<file path="src/rtl/zs_pkg.sv">
package zs_pkg;
  localparam int TERN_W = 2;

  typedef enum logic [TERN_W-1:0] {
    TERN_ZERO = 2'b00,
    TERN_POS  = 2'b01,
    TERN_RSV  = 2'b10,
    TERN_NEG  = 2'b11
  } tern_e;

  function automatic logic is_zero_weight(input logic [TERN_W-1:0] code);
    return code == TERN_ZERO;
  endfunction
endpackage

</file>
<file path="src/rtl/zs_gate.sv">
module zs_gate
  import zs_pkg::*;
#(
  parameter int IDX_W = 8
) (
  input  logic              valid,
  input  logic [TERN_W-1:0] code,
  input  logic [IDX_W-1:0]  idx_in,
  output logic              skip,
  output logic [IDX_W-1:0]  idx_out
);
  always_comb begin
    skip    = valid & is_zero_weight(code);
    idx_out = skip ? '0 : idx_in;
  end
endmodule

</file>
<file path="src/rtl/zs_sat_counter.sv">
module zs_sat_counter #(
  parameter int W = 32
) (
  input  logic         clk,
  input  logic         rst,
  input  logic         clr,
  input  logic         inc,
  output logic [W-1:0] count
);
  localparam logic [W-1:0] MAXV = {W{1'b1}};

  always_ff @(posedge clk) begin
    if (rst || clr) begin
      count <= '0;
    end else if (inc && (count != MAXV)) begin
      count <= count + 1'b1;
    end
  end
endmodule

</file>
<file path="src/rtl/zs_ratio_flag.sv">
module zs_ratio_flag #(
  parameter int W = 32
) (
  input  logic [W-1:0] zeros,
  input  logic [W-1:0] total,
  output logic         meets
);
  localparam int EW = W + 2;

  logic [EW-1:0] zeros_x4;
  logic [EW-1:0] total_ext;

  always_comb begin
    zeros_x4  = {zeros, 2'b00};
    total_ext = {2'b00, total};
    meets     = (total != '0) && (zeros_x4 >= total_ext);
  end
endmodule

</file>
<file path="src/rtl/zero_skip_ctrl.sv">
module zero_skip_ctrl
  import zs_pkg::*;
#(
  parameter int IDX_W = 8,
  parameter int CNT_W = 32
) (
  input  logic              clk,
  input  logic              rst,
  input  logic              clr,
  input  logic              token_valid,
  input  logic [TERN_W-1:0] tern_code,
  input  logic [IDX_W-1:0]  raw_index,
  output logic              skip,
  output logic [IDX_W-1:0]  lut_index,
  output logic [CNT_W-1:0]  zero_count,
  output logic [CNT_W-1:0]  total_count,
  output logic              ratio_ok
);
  logic skip_w;

  zs_gate #(.IDX_W(IDX_W)) u_gate (
    .valid   (token_valid),
    .code    (tern_code),
    .idx_in  (raw_index),
    .skip    (skip_w),
    .idx_out (lut_index)
  );

  assign skip = skip_w;

  zs_sat_counter #(.W(CNT_W)) u_zero_cnt (
    .clk   (clk),
    .rst   (rst),
    .clr   (clr),
    .inc   (skip_w),
    .count (zero_count)
  );

  zs_sat_counter #(.W(CNT_W)) u_total_cnt (
    .clk   (clk),
    .rst   (rst),
    .clr   (clr),
    .inc   (token_valid),
    .count (total_count)
  );

  zs_ratio_flag #(.W(CNT_W)) u_ratio (
    .zeros (zero_count),
    .total (total_count),
    .meets (ratio_ok)
  );
endmodule

</file>
<file path="config.mk">
export PLATFORM = sky130hd
export DESIGN_NAME = zero_skip_ctrl
export DESIGN_NICKNAME = d
export VERILOG_FILES = /design/src/rtl/zs_pkg.sv /design/src/rtl/zs_gate.sv /design/src/rtl/zs_sat_counter.sv /design/src/rtl/zs_ratio_flag.sv /design/src/rtl/zero_skip_ctrl.sv
export SDC_FILE = /design/constraint.sdc
export NUM_CORES = 1
export LEC_CHECK = 0
export CORE_ASPECT_RATIO = 1.25
export CORE_MARGIN = 2
export CORE_UTILIZATION = 44
export CTS_CLUSTER_DIAMETER = 80
export DETAILED_ROUTE_END_ITERATION = 12
export PLACE_DENSITY = 0.71
export SYNTH_ARGS = -nofsm -noshare
export SYNTH_HDL_FRONTEND = slang
export SYNTH_SLANG_ARGS = --single-unit
export TNS_END_PERCENT = 100
</file>
<file path="constraint.sdc">
create_clock -name clk -period 4.5 [get_ports clk]
set_clock_uncertainty 0.05 [all_clocks]
set_input_delay 0.675 -clock clk [delete_from_list [all_inputs] [get_ports clk]]
set_output_delay 0.675 -clock clk [all_outputs]
set_load 0.005 [all_outputs]
</file>
==> impl_metrics.tcl, run 1 <==
set metrics [dict create \
    status "finished clean" \
    path_buf_inv 2 \
    avgSynthCellArea_sq_um 8.08 \
    hpwl_mm 8.58 \
    setup_viol 0 \
    synthCells 485 \
    synth_enable_flop_cells 0 \
    fin_ws_ps 761 \
    min_period_over_period_pct 83.1 \
    synthesis.nets 532 \
    final_antenna_net_count 0 \
    cp_max_fo 5 \
    fp.dieW_um 88.4 \
    design.core.area_sq_um 8650 \
    crit_path_cell_trace "inv_1 > ha_1 > nand4_1 > nor4_1 > o311ai_0 > nand2_1 > o21ai_0 > a31oi_1 > clkdlybuf4s50_1" \
    cpMaxStageDelayCell "clkdlybuf4s50_1" \
    worstSetupPathType "reg2out" \
    post_cts_buffers 0 \
    fin_crit_ps 3740 \
    fin_tns_setup_ps 0 \
    hold_viol_final 0 \
    portBuffers 87 \
    area_growth_syn_to_layout_pct 30.3 \
    die-area_sq_um 9680 \
    seq_area_frac_synth_pct 32.7 \
    maxCapViolCount 0 \
    ys_warn_count 0 \
    start_kind "register" \
    ys.flop_type "dfxtp_1" \
    hold_buffers 0 \
    initial_core_util_pct 45.3 \
    clk_pin_slew_ps 60 \
    nets 620 \
    synth_top_area_share_pct 32.7 \
    power.leakage_nw 1.70 \
    cts_root_buf "clkbuf_8" \
    wl_per_cell_um 16.2 \
    crit_path_end_kind "primary output" \
    max_freq_ghz 0.267 \
    ys_types 47 \
    critPathTopFamily "simple AND/OR/NAND/NOR gates" \
    wl_mm 11.3 \
    syn_area_sq_um 3920 \
    drtIter0Drc 203 \
    ys_top_cells_by_count "dfxtp_1 (64), nor2_1 (58), inv_1 (38), ha_1 (33), nand2_1 (32)" \
    grt_pass1_vias 3745 \
    hp-class "reg2reg" \
    vias 3915 \
    rsz0062_at_grt "false" \
    ios 88 \
    cts.sinks 64 \
    clockBufferDepth 2 \
    yosys-top-cells-area "dfxtp_1 (33%), ha_1 (11%), xnor2_1 (6.5%)" \
    globalplace.congestion 0.903 \
    cts_tree "yes" \
    avgViaCountPerCell 5.61 \
    yosysMostFrequentCell "dfxtp_1" \
    synth_top_area_cell "dfxtp_1" \
    track_usage_pct 24.6 \
    cpPeakStageDelay_ps 540 \
    overflow 0 \
    insertion_delay_ps 350 \
    grt_pass1_wl_mm 18.3 \
    dp.cells 682 \
    synth-seq-cells 64 \
    antenna_found_initial 0 \
    drive_gt1_share_pct 4.84 \
    drv_slew 0 \
    crit_arrival_ps 3010 \
    relSlewSlack_pct 17.8 \
    drt_first_pass_iters 5 \
    num_rows 38 \
    peakVddDrop_v 0.000139 \
    fin_util_pct 59.0 \
    place_ws_ps 1200 \
    pwr_density_cell_nw_per_um2 222 \
    num-fill-cells 819 \
    post_cts_resized 0 \
    grt_max_degree 62 \
    drc_errors 0 \
    die_y_um 109 \
    tightestPinTransition_ps 1230 \
    layout.cells.non_filler 698 \
    htreeDepth 3 \
    cp_data_required_time_ps 3770 \
    async_flop_share_pct 0 \
    antenna_cells 0 \
    numCtsBuffers 9 \
]
==> metrics by stage <==
stage / area (sq um) / hold WS (ps) / power (W)
after detailed placement: 4900 / 453 / 0.000634
after CTS: 5100 / 464 / 0.00114
final: 5100 / 460 / 0.00113
after global placement: 4900 / 450 / 0.000633
after global routing: 5100 / 493 / 0.00117
after floorplan: 3920 / 439 / 0.000603
==> state kept, by name, indices dropped and copies added (netlist names) <==
| signal | count |
|---|---|
| u_zero_cnt.count | 32 |
| u_total_cnt.count | 32 |
==> worst paths after layout <==
kind / end / slack [ps] / cells after the start / start
setup / recovery: ratio_ok / 760 / 9 / u_total_cnt.count[24]
hold / removal: u_total_cnt.count[1] / 460 / 2 / u_total_cnt.count[1]
setup reg to reg: u_total_cnt.count[9] / 1920 / 6 / u_total_cnt.count[19]
hold reg to reg: u_total_cnt.count[1] / 460 / 2 / u_total_cnt.count[1]
==> final cells by class <==
| type | count | area [sq um] | area share (%) |
|---|---|---|---|
| Sequential cell | 64 | 1280 | 25.1 |
| Tap cell | 120 | 150 | 2.94 |
| Clock buffer | 13 | 159 | 3.11 |
| Timing Repair Buffer | 88 | 878 | 17.2 |
| Clock inverter | 3 | 40.0 | 0.785 |
| Inverter | 38 | 143 | 2.79 |
| Multi-Input combinational cell | 372 | 2450 | 48.1 |
==> kinds of logic (layout without fill, tap and decap cells) <==
logic type / Yosys count / in the layout / synth area share (%)
AND/OR/NAND/NOR: 224 / 224 / 30.9
XOR/XNOR: 41 / 41 / 9.17
AO/OA/AOI/OAI: 73 / 73 / 11.8
multiplexers: 1 / 1 / 0.287
flip-flops: 64 / 64 / 32.7
adder cells (fa/ha/maj): 33 / 33 / 10.5
buffers and inverters: 49 / 142 / 4.70
==> metal layers <==
layer,part of all wire [%],GRT usage (%),vias to the layer above
met2,51,42.3,119
met1,42,29.8,1866
met5,0,0,-
met4,1.6,9.31,0
li1,-,-,1916
met3,5.6,5.48,14
==> tightest hold or removal path, cell delays in order, from the launching register on <==
cell and delay, ps:
dfxtp_1 340, nand2_1 70, a21oi_1 50
==> where the power goes <==
part | switching (W) | internal, W | total (W)
Combinational | 0.0000244 | 0.0000279 | 0.0000524
Clock | 0.000226 | 0.000285 | 0.000511
Sequential | 0.00000105 | 0.000567 | 0.000568
Total | 0.000252 | 0.000880 | 0.00113
==> placed cells by master, fill, tap and decap left out, types with 3 or more instances in the layout <==
cell type         n
a211oi_1          4
a21oi_1          31
and3_1            8
and4_1            7
clkbuf_8         11
clkdlybuf4s50_1  87
dfxtp_1          64
ha_1             33
inv_1            38
nand2_1          32
nand3_1          24
nand4_1          22
nor2_1           58
nor2b_1          10
nor3_1           12
nor4_1           15
nor4b_1           3
o21ai_0          22
or3_1            16
xnor2_1          29
xor2_1           12
Note: power is estimated with default switching activity, not from simulation.
==> run 2, diff against run 1 <==
--- a/config.mk
+++ b/config.mk
@@ -10,7 +10,7 @@
 export CORE_UTILIZATION = 44
 export CTS_CLUSTER_DIAMETER = 80
 export DETAILED_ROUTE_END_ITERATION = 12
-export PLACE_DENSITY = 0.71
+export PLACE_DENSITY = 0.74
 export SYNTH_ARGS = -nofsm -noshare
 export SYNTH_HDL_FRONTEND = slang
 export SYNTH_SLANG_ARGS = --single-unit
==> constraint.sdc (replaced) <==
create_clock -name clk -period 3.1 [get_ports clk]
set_clock_uncertainty 0.05 [all_clocks]
set_input_delay 0.465 -clock clk [delete_from_list [all_inputs] [get_ports clk]]
set_output_delay 0.465 -clock clk [all_outputs]
set_load 0.005 [all_outputs]
==> run 2 against run 1 <==
Compared with the run above:
- setup slack worse by 610 ps
- hold slack worse by 23 ps
- flip-flop and latch count stayed put
- global-route usage is 0.19 points higher
- sequential power is 45% higher
- combinational power is 46% higher
- utilization is 2.4 points higher
- critical path depth stayed put
- non-clock buffer count is 24 higher
- register-to-register slack worse by 1500 ps
- critical path type unchanged
- largest cell class unchanged
- highest routed layer unchanged
==> impl_metrics.tcl, run 2 (synthesis gave the netlist of run 1 again) <==
set metrics [dict create \
    initial_core_util_pct 45.3 \
    fin_tns_setup_ps 0 \
    avgViaCountPerCell 5.64 \
    max_freq_ghz 0.339 \
    ios 88 \
    drc_errors 0 \
    globalplace.congestion 0.914 \
    insertion_delay_ps 350 \
    clockBufferDepth 2 \
    hold_viol_final 0 \
    fp.dieW_um 88.4 \
    antenna_cells 0 \
    wl_per_cell_um 16.1 \
    numCtsBuffers 9 \
    r2r-end "u_total_cnt.count[11]" \
    drtIter0Drc 226 \
    setup_viol 0 \
    final_cell_mix "clkdlybuf4s50_1 (86), dfxtp_1 (60), nor2_1 (58)" \
    seq_power_share_pct 48.1 \
    worstSetupPathType "reg2out" \
    clockPowerShare_pct 47.5 \
    drive_gt1_share_pct 9.48 \
    final_common_cell "clkdlybuf4s50_1" \
    area_growth_syn_to_layout_pct 35.7 \
    p_int_w 0.00136 \
    peakVddDrop_v 0.000230 \
    r2r_setup_slack_ps 420 \
    cts_tree "yes" \
    power_frac_comb_pct 4.5 \
    critPathTopFamily "compound AO/OA/AOI/OAI gates" \
    path_buf_inv 2 \
    relSlewSlack_pct 53.6 \
    status "finished clean" \
    hp-class "reg2reg" \
    grt_max_degree 62 \
    worstHoldEndpoint "u_total_cnt.count[22]" \
    design.core.area_sq_um 8650 \
    reg_top3 "u_total_cnt.count x32, u_zero_cnt.count x32" \
    die-area_sq_um 9680 \
    cts_root_buf "clkbuf_8" \
    wl_mm 11.6 \
    hp-start "u_total_cnt.count[22]" \
    maxCapViolCount 0 \
    rr_worst_depth 7 \
    tightestPinTransition_ps 687 \
    place_ws_ps 85.1 \
    fin_ws_ps 149 \
    antenna_found_initial 0 \
    r2r_start "u_total_cnt.count[19]" \
    post_cts_buffers 0 \
    die_y_um 109 \
    drv_slew 0 \
    fin_util_pct 61.4 \
    overflow 0 \
    track_usage_pct 24.8 \
    htreeDepth 3 \
    portBuffers 87 \
    fin_crit_ps 2950 \
    cp_max_fo 7 \
    crit_arrival_ps 2440 \
    cts.sinks 64 \
    cpMaxStageDelayCell "dfxtp_2" \
    rsz0062_at_grt "false" \
    num_rows 38 \
    clk_pin_slew_ps 70 \
    crit_path_end_kind "primary output" \
    pwr_density_cell_nw_per_um2 323 \
    power.leakage_nw 1.84 \
    crit_path_cell_trace "inv_1 > ha_1 > a211oi_1 > nor2_1 > o311ai_1 > nand2_1 > o21ai_0 > a31oi_1 > dlygate4sd2_1" \
    final_antenna_net_count 0 \
    num-fill-cells 813 \
    nets 644 \
    cpPeakStageDelay_ps 390 \
    drt_first_pass_iters 5 \
    min_period_over_period_pct 95.2 \
    hpwl_mm 8.84 \
    cp_data_required_time_ps 2580 \
    swShare_pct 21.0 \
    start_kind "register" \
    grt_pass1_wl_mm 18.8 \
    vias 4063 \
    grt_pass1_vias 3896 \
    p_switching_w 0.000359 \
    min_path_cells 1 \
]
## run 2: metrics by stage
stage	std cells	power (W)	cell area (sq um)	hold WS, ps
after floorplan	485	0.000875	3920	439
after global placement	706	0.000919	5080	439
after detailed placement	706	0.000921	5080	450
after CTS	721	0.00173	5320	436
after global routing	721	0.00176	5320	464
final	721	0.00171	5320	438
## run 2: worst max path at each step
stage / startpoint / endpoint / slack, ps / depth (start not counted)
2_1_floorplan: u_total_cnt.count[0] / u_total_cnt.count[28] / 790 / 6
3_3_place_gp: u_total_cnt.count[21] / ratio_ok / 150 / 9
3_5_place_dp: u_total_cnt.count[21] / ratio_ok / 90 / 9
4_1_cts: u_total_cnt.count[3] / ratio_ok / 130 / 9
5_1_grt: u_total_cnt.count[3] / ratio_ok / 20 / 9
6_report: u_total_cnt.count[3] / ratio_ok / 150 / 9
## run 2: power by group through the flow
| stage | Combinational [W] | Sequential (W) | Clock (W) |
|---|---|---|---|
| 5_1_grt | 0.0000827 | 0.000824 | 0.000857 |
| 6_report | 0.0000765 | 0.000824 | 0.000814 |
| 2_1_floorplan | 0.0000322 | 0.000843 | 0 |
| 3_5_place_dp | 0.0000776 | 0.000843 | 0 |
| 3_3_place_gp | 0.0000753 | 0.000843 | 0 |
| 4_1_cts | 0.0000774 | 0.000824 | 0.000825 |
## run 2: per-layer routing
| layer | track usage (%) | share of wire, % | vias to the layer above |
|---|---|---|---|
| li1 | - | - | 1958 |
| met2 | 43.3 | 51 | 142 |
| met3 | 3.45 | 5.5 | 22 |
| met1 | 29.8 | 41 | 1941 |
| met4 | 11.4 | 2.4 | 0 |
| met5 | 0 | 0 | - |
## run 2: final cells by class
| cell class | count | area (sq um) | area share, % |
|---|---|---|---|
| Tap cell | 120 | 150 | 2.82 |
| Multi-Input combinational cell | 372 | 2460 | 46.3 |
| Clock buffer | 12 | 155 | 2.92 |
| Clock inverter | 3 | 65.1 | 1.22 |
| Inverter | 38 | 143 | 2.68 |
| Timing Repair Buffer | 112 | 1060 | 19.9 |
| Sequential cell | 64 | 1290 | 24.2 |
## run 2: worst reg2reg max path, cell delays in order (launching register included)
cell,delay [ps]
dfxtp_1,340
buf_4,140
nand4_1,250
or4_1,740
o41ai_1,630
nor2_1,140
xnor2_1,190
nor2_1,60
## run 2: timing repair
item,CTS,global route
gates resized for setup,7,0
hold buffers,0,0
endpoints found under the setup margin,1,0
hold endpoints to repair,0,0
==> run 3, diff against run 2 <==
--- a/config.mk
+++ b/config.mk
@@ -11,6 +11,7 @@
 export CTS_CLUSTER_DIAMETER = 80
 export DETAILED_ROUTE_END_ITERATION = 12
 export PLACE_DENSITY = 0.74
+export REMOVE_ABC_BUFFERS = 1
 export SYNTH_ARGS = -nofsm -noshare
 export SYNTH_HDL_FRONTEND = slang
 export SYNTH_SLANG_ARGS = --single-unit
==> run 3 against run 2 <==
Compared with the run above:
- global-route usage down 0.57 points
- via count is 2.4% lower
- clock power increased by 17%
- total power grew 8.4%
- cell count down 0.83%
- critical endpoint unchanged
- largest power group is now clock
==> impl_metrics.tcl, run 3 (synthesis gave the netlist of run 1 again) <==
set metrics [dict create \
    rsz0062_at_grt "false" \
    final_common_cell "clkdlybuf4s50_1" \
    grt_pass1_wl_mm 18.2 \
    design_area_sq_um 5360 \
    hpwl_mm 8.57 \
    p_switching_w 0.000376 \
    num-fill-cells 794 \
    seq_power_share_pct 44.3 \
    r2r_start "u_total_cnt.count[19]" \
    hp-start "u_total_cnt.count[22]" \
    drt_first_pass_iters 4 \
    setup_viol 0 \
    fin_tns_setup_ps 0 \
    rr_worst_depth 7 \
    grt_pass1_vias 3796 \
    die-area_sq_um 9680 \
    grtUsageMet3_pct 4.20 \
    overflow 0 \
    drive_gt1_share_pct 10.8 \
    initial_core_util_pct 45.3 \
    total_power_w 0.00186 \
    nets 637 \
    reg_top3 "u_total_cnt.count x32, u_zero_cnt.count x32" \
    ios 88 \
    top_usage_layer "met2" \
    r2r-end "u_total_cnt.count[15]" \
    avgViaCountPerCell 5.55 \
    maxCapViolCount 0 \
    p_int_w 0.00148 \
    htreeDepth 3 \
    power_frac_comb_pct 4.3 \
    tightestPinTransition_ps 849 \
    wl_per_cell_um 15.5 \
    start_kind "register" \
    cts.sinks 64 \
    grtUsageMet2_pct 40.4 \
    area_growth_syn_to_layout_pct 36.8 \
    startpoint "u_total_cnt.count[21]" \
    hp-class "reg2reg" \
    insertion_delay_ps 360 \
    crit_path_end_kind "primary output" \
    min_period_over_period_pct 94.6 \
    portBuffers 87 \
    fin_crit_ps 2930 \
    r2r_setup_slack_ps 390 \
    antenna_found_initial 0 \
    design.core.area_sq_um 8650 \
    vias 3966 \
    place_ws_ps 67.0 \
    track_usage_pct 24.2 \
    cts_root_buf "clkbuf_8" \
    drtIter0Drc 189 \
    post_cts_buffers 0 \
    crit_arrival_ps 2420 \
    die_y_um 109 \
    power.leakage_nw 1.84 \
    clk_pin_slew_ps 70 \
    final_antenna_net_count 0 \
    antenna_cells 0 \
    globalplace.congestion 0.891 \
    cp_max_fo 6 \
    max_freq_ghz 0.341 \
    hold_buffers 0 \
    clockPowerShare_pct 51.4 \
    cts_tree "yes" \
    endpoint "ratio_ok" \
    status "finished clean" \
    drc_errors 0 \
    peakVddDrop_v 0.000234 \
    drv_slew 0 \
    clockBufferDepth 2 \
    fin_util_pct 61.9 \
    fp.dieW_um 88.4 \
    fin_ws_ps 169 \
    globalRouteMet1Util_pct 29.7 \
    swShare_pct 20.2 \
    numCtsBuffers 9 \
    grt_max_degree 36 \
    pwr_density_cell_nw_per_um2 347 \
    hold_viol_final 0 \
    wl_mm 11.1 \
    cp_data_required_time_ps 2580 \
    worstSetupPathType "reg2out" \
    num_rows 38 \
    relSlewSlack_pct 42.9 \
    place_area_sq_um 5040 \
    final_cell_mix "clkdlybuf4s50_1 (86), nor2_1 (58), dfxtp_1 (49)" \
]
run 3: cell types whose count changed in the layout (fill, tap and decap cells not counted), sizes merged:
cell	delta
buf	-7
bufinv	+2
clkbuf	-1
clkdlybuf4s15	+1
dlygate4sd2	-1
run 3: per-layer routing:
metal	up-vias	part of all wire, %
met1	1868	42
met3	29	5.4
met2	124	49
met4	0	3.3
met5	-	0
li1	1945	-
run 3: worst min path at each step:
stage / cells after the start / to
global placement: 2 / u_total_cnt.count[0]
CTS: 2 / u_total_cnt.count[1]
finish: 1 / u_total_cnt.count[22]
detailed placement: 2 / u_total_cnt.count[1]
global route: 1 / u_total_cnt.count[22]
floorplan: 2 / u_total_cnt.count[0]
run 3: critical path: stages (launching register included):
cell and delay [ps]:
dfxtp_2 370, inv_1 80, ha_1 290, nand4_1 190
nor4_4 370, o311ai_2 160, nand2_1 80, o21ai_0 90
a31oi_1 200, clkdlybuf4s15_1 230
run 3: layout make-up:
class	count	area, sq um	share of cell area, %
clock buffer	11	131	2.45
clock inverter	5	129	2.40
inverter	38	143	2.66
multi-input combinational	372	2490	46.4
sequential	64	1300	24.3
tap	120	150	2.80
timing repair buffer	105	1020	19.0
run 3: through the flow:
stage               cells  hold slack (ps)
global placement      699              444
finish                715              442
floorplan             474              439
global route          715              470
CTS                   715              467
detailed placement    699              454
run 3: power by group through the flow:
| stage | Clock [W] | Sequential, W | Combinational (W) |
|---|---|---|---|
| detailed placement | 0 | 0.000843 | 0.0000799 |
| finish | 0.000956 | 0.000824 | 0.0000799 |
| global route | 0.00100 | 0.000824 | 0.0000864 |
| CTS | 0.000965 | 0.000824 | 0.0000797 |
| global placement | 0 | 0.000843 | 0.0000782 |
| floorplan | 0 | 0.000843 | 0.0000294 |
run 3: timing repair:
action / 4_1_cts / 5_1_grt
gates resized for setup: 12 / 11
gates cloned: 0 / 0
hold endpoints to repair: 0 / 0
endpoints found under the setup margin: 1 / 1
pin swaps: 2 / 4
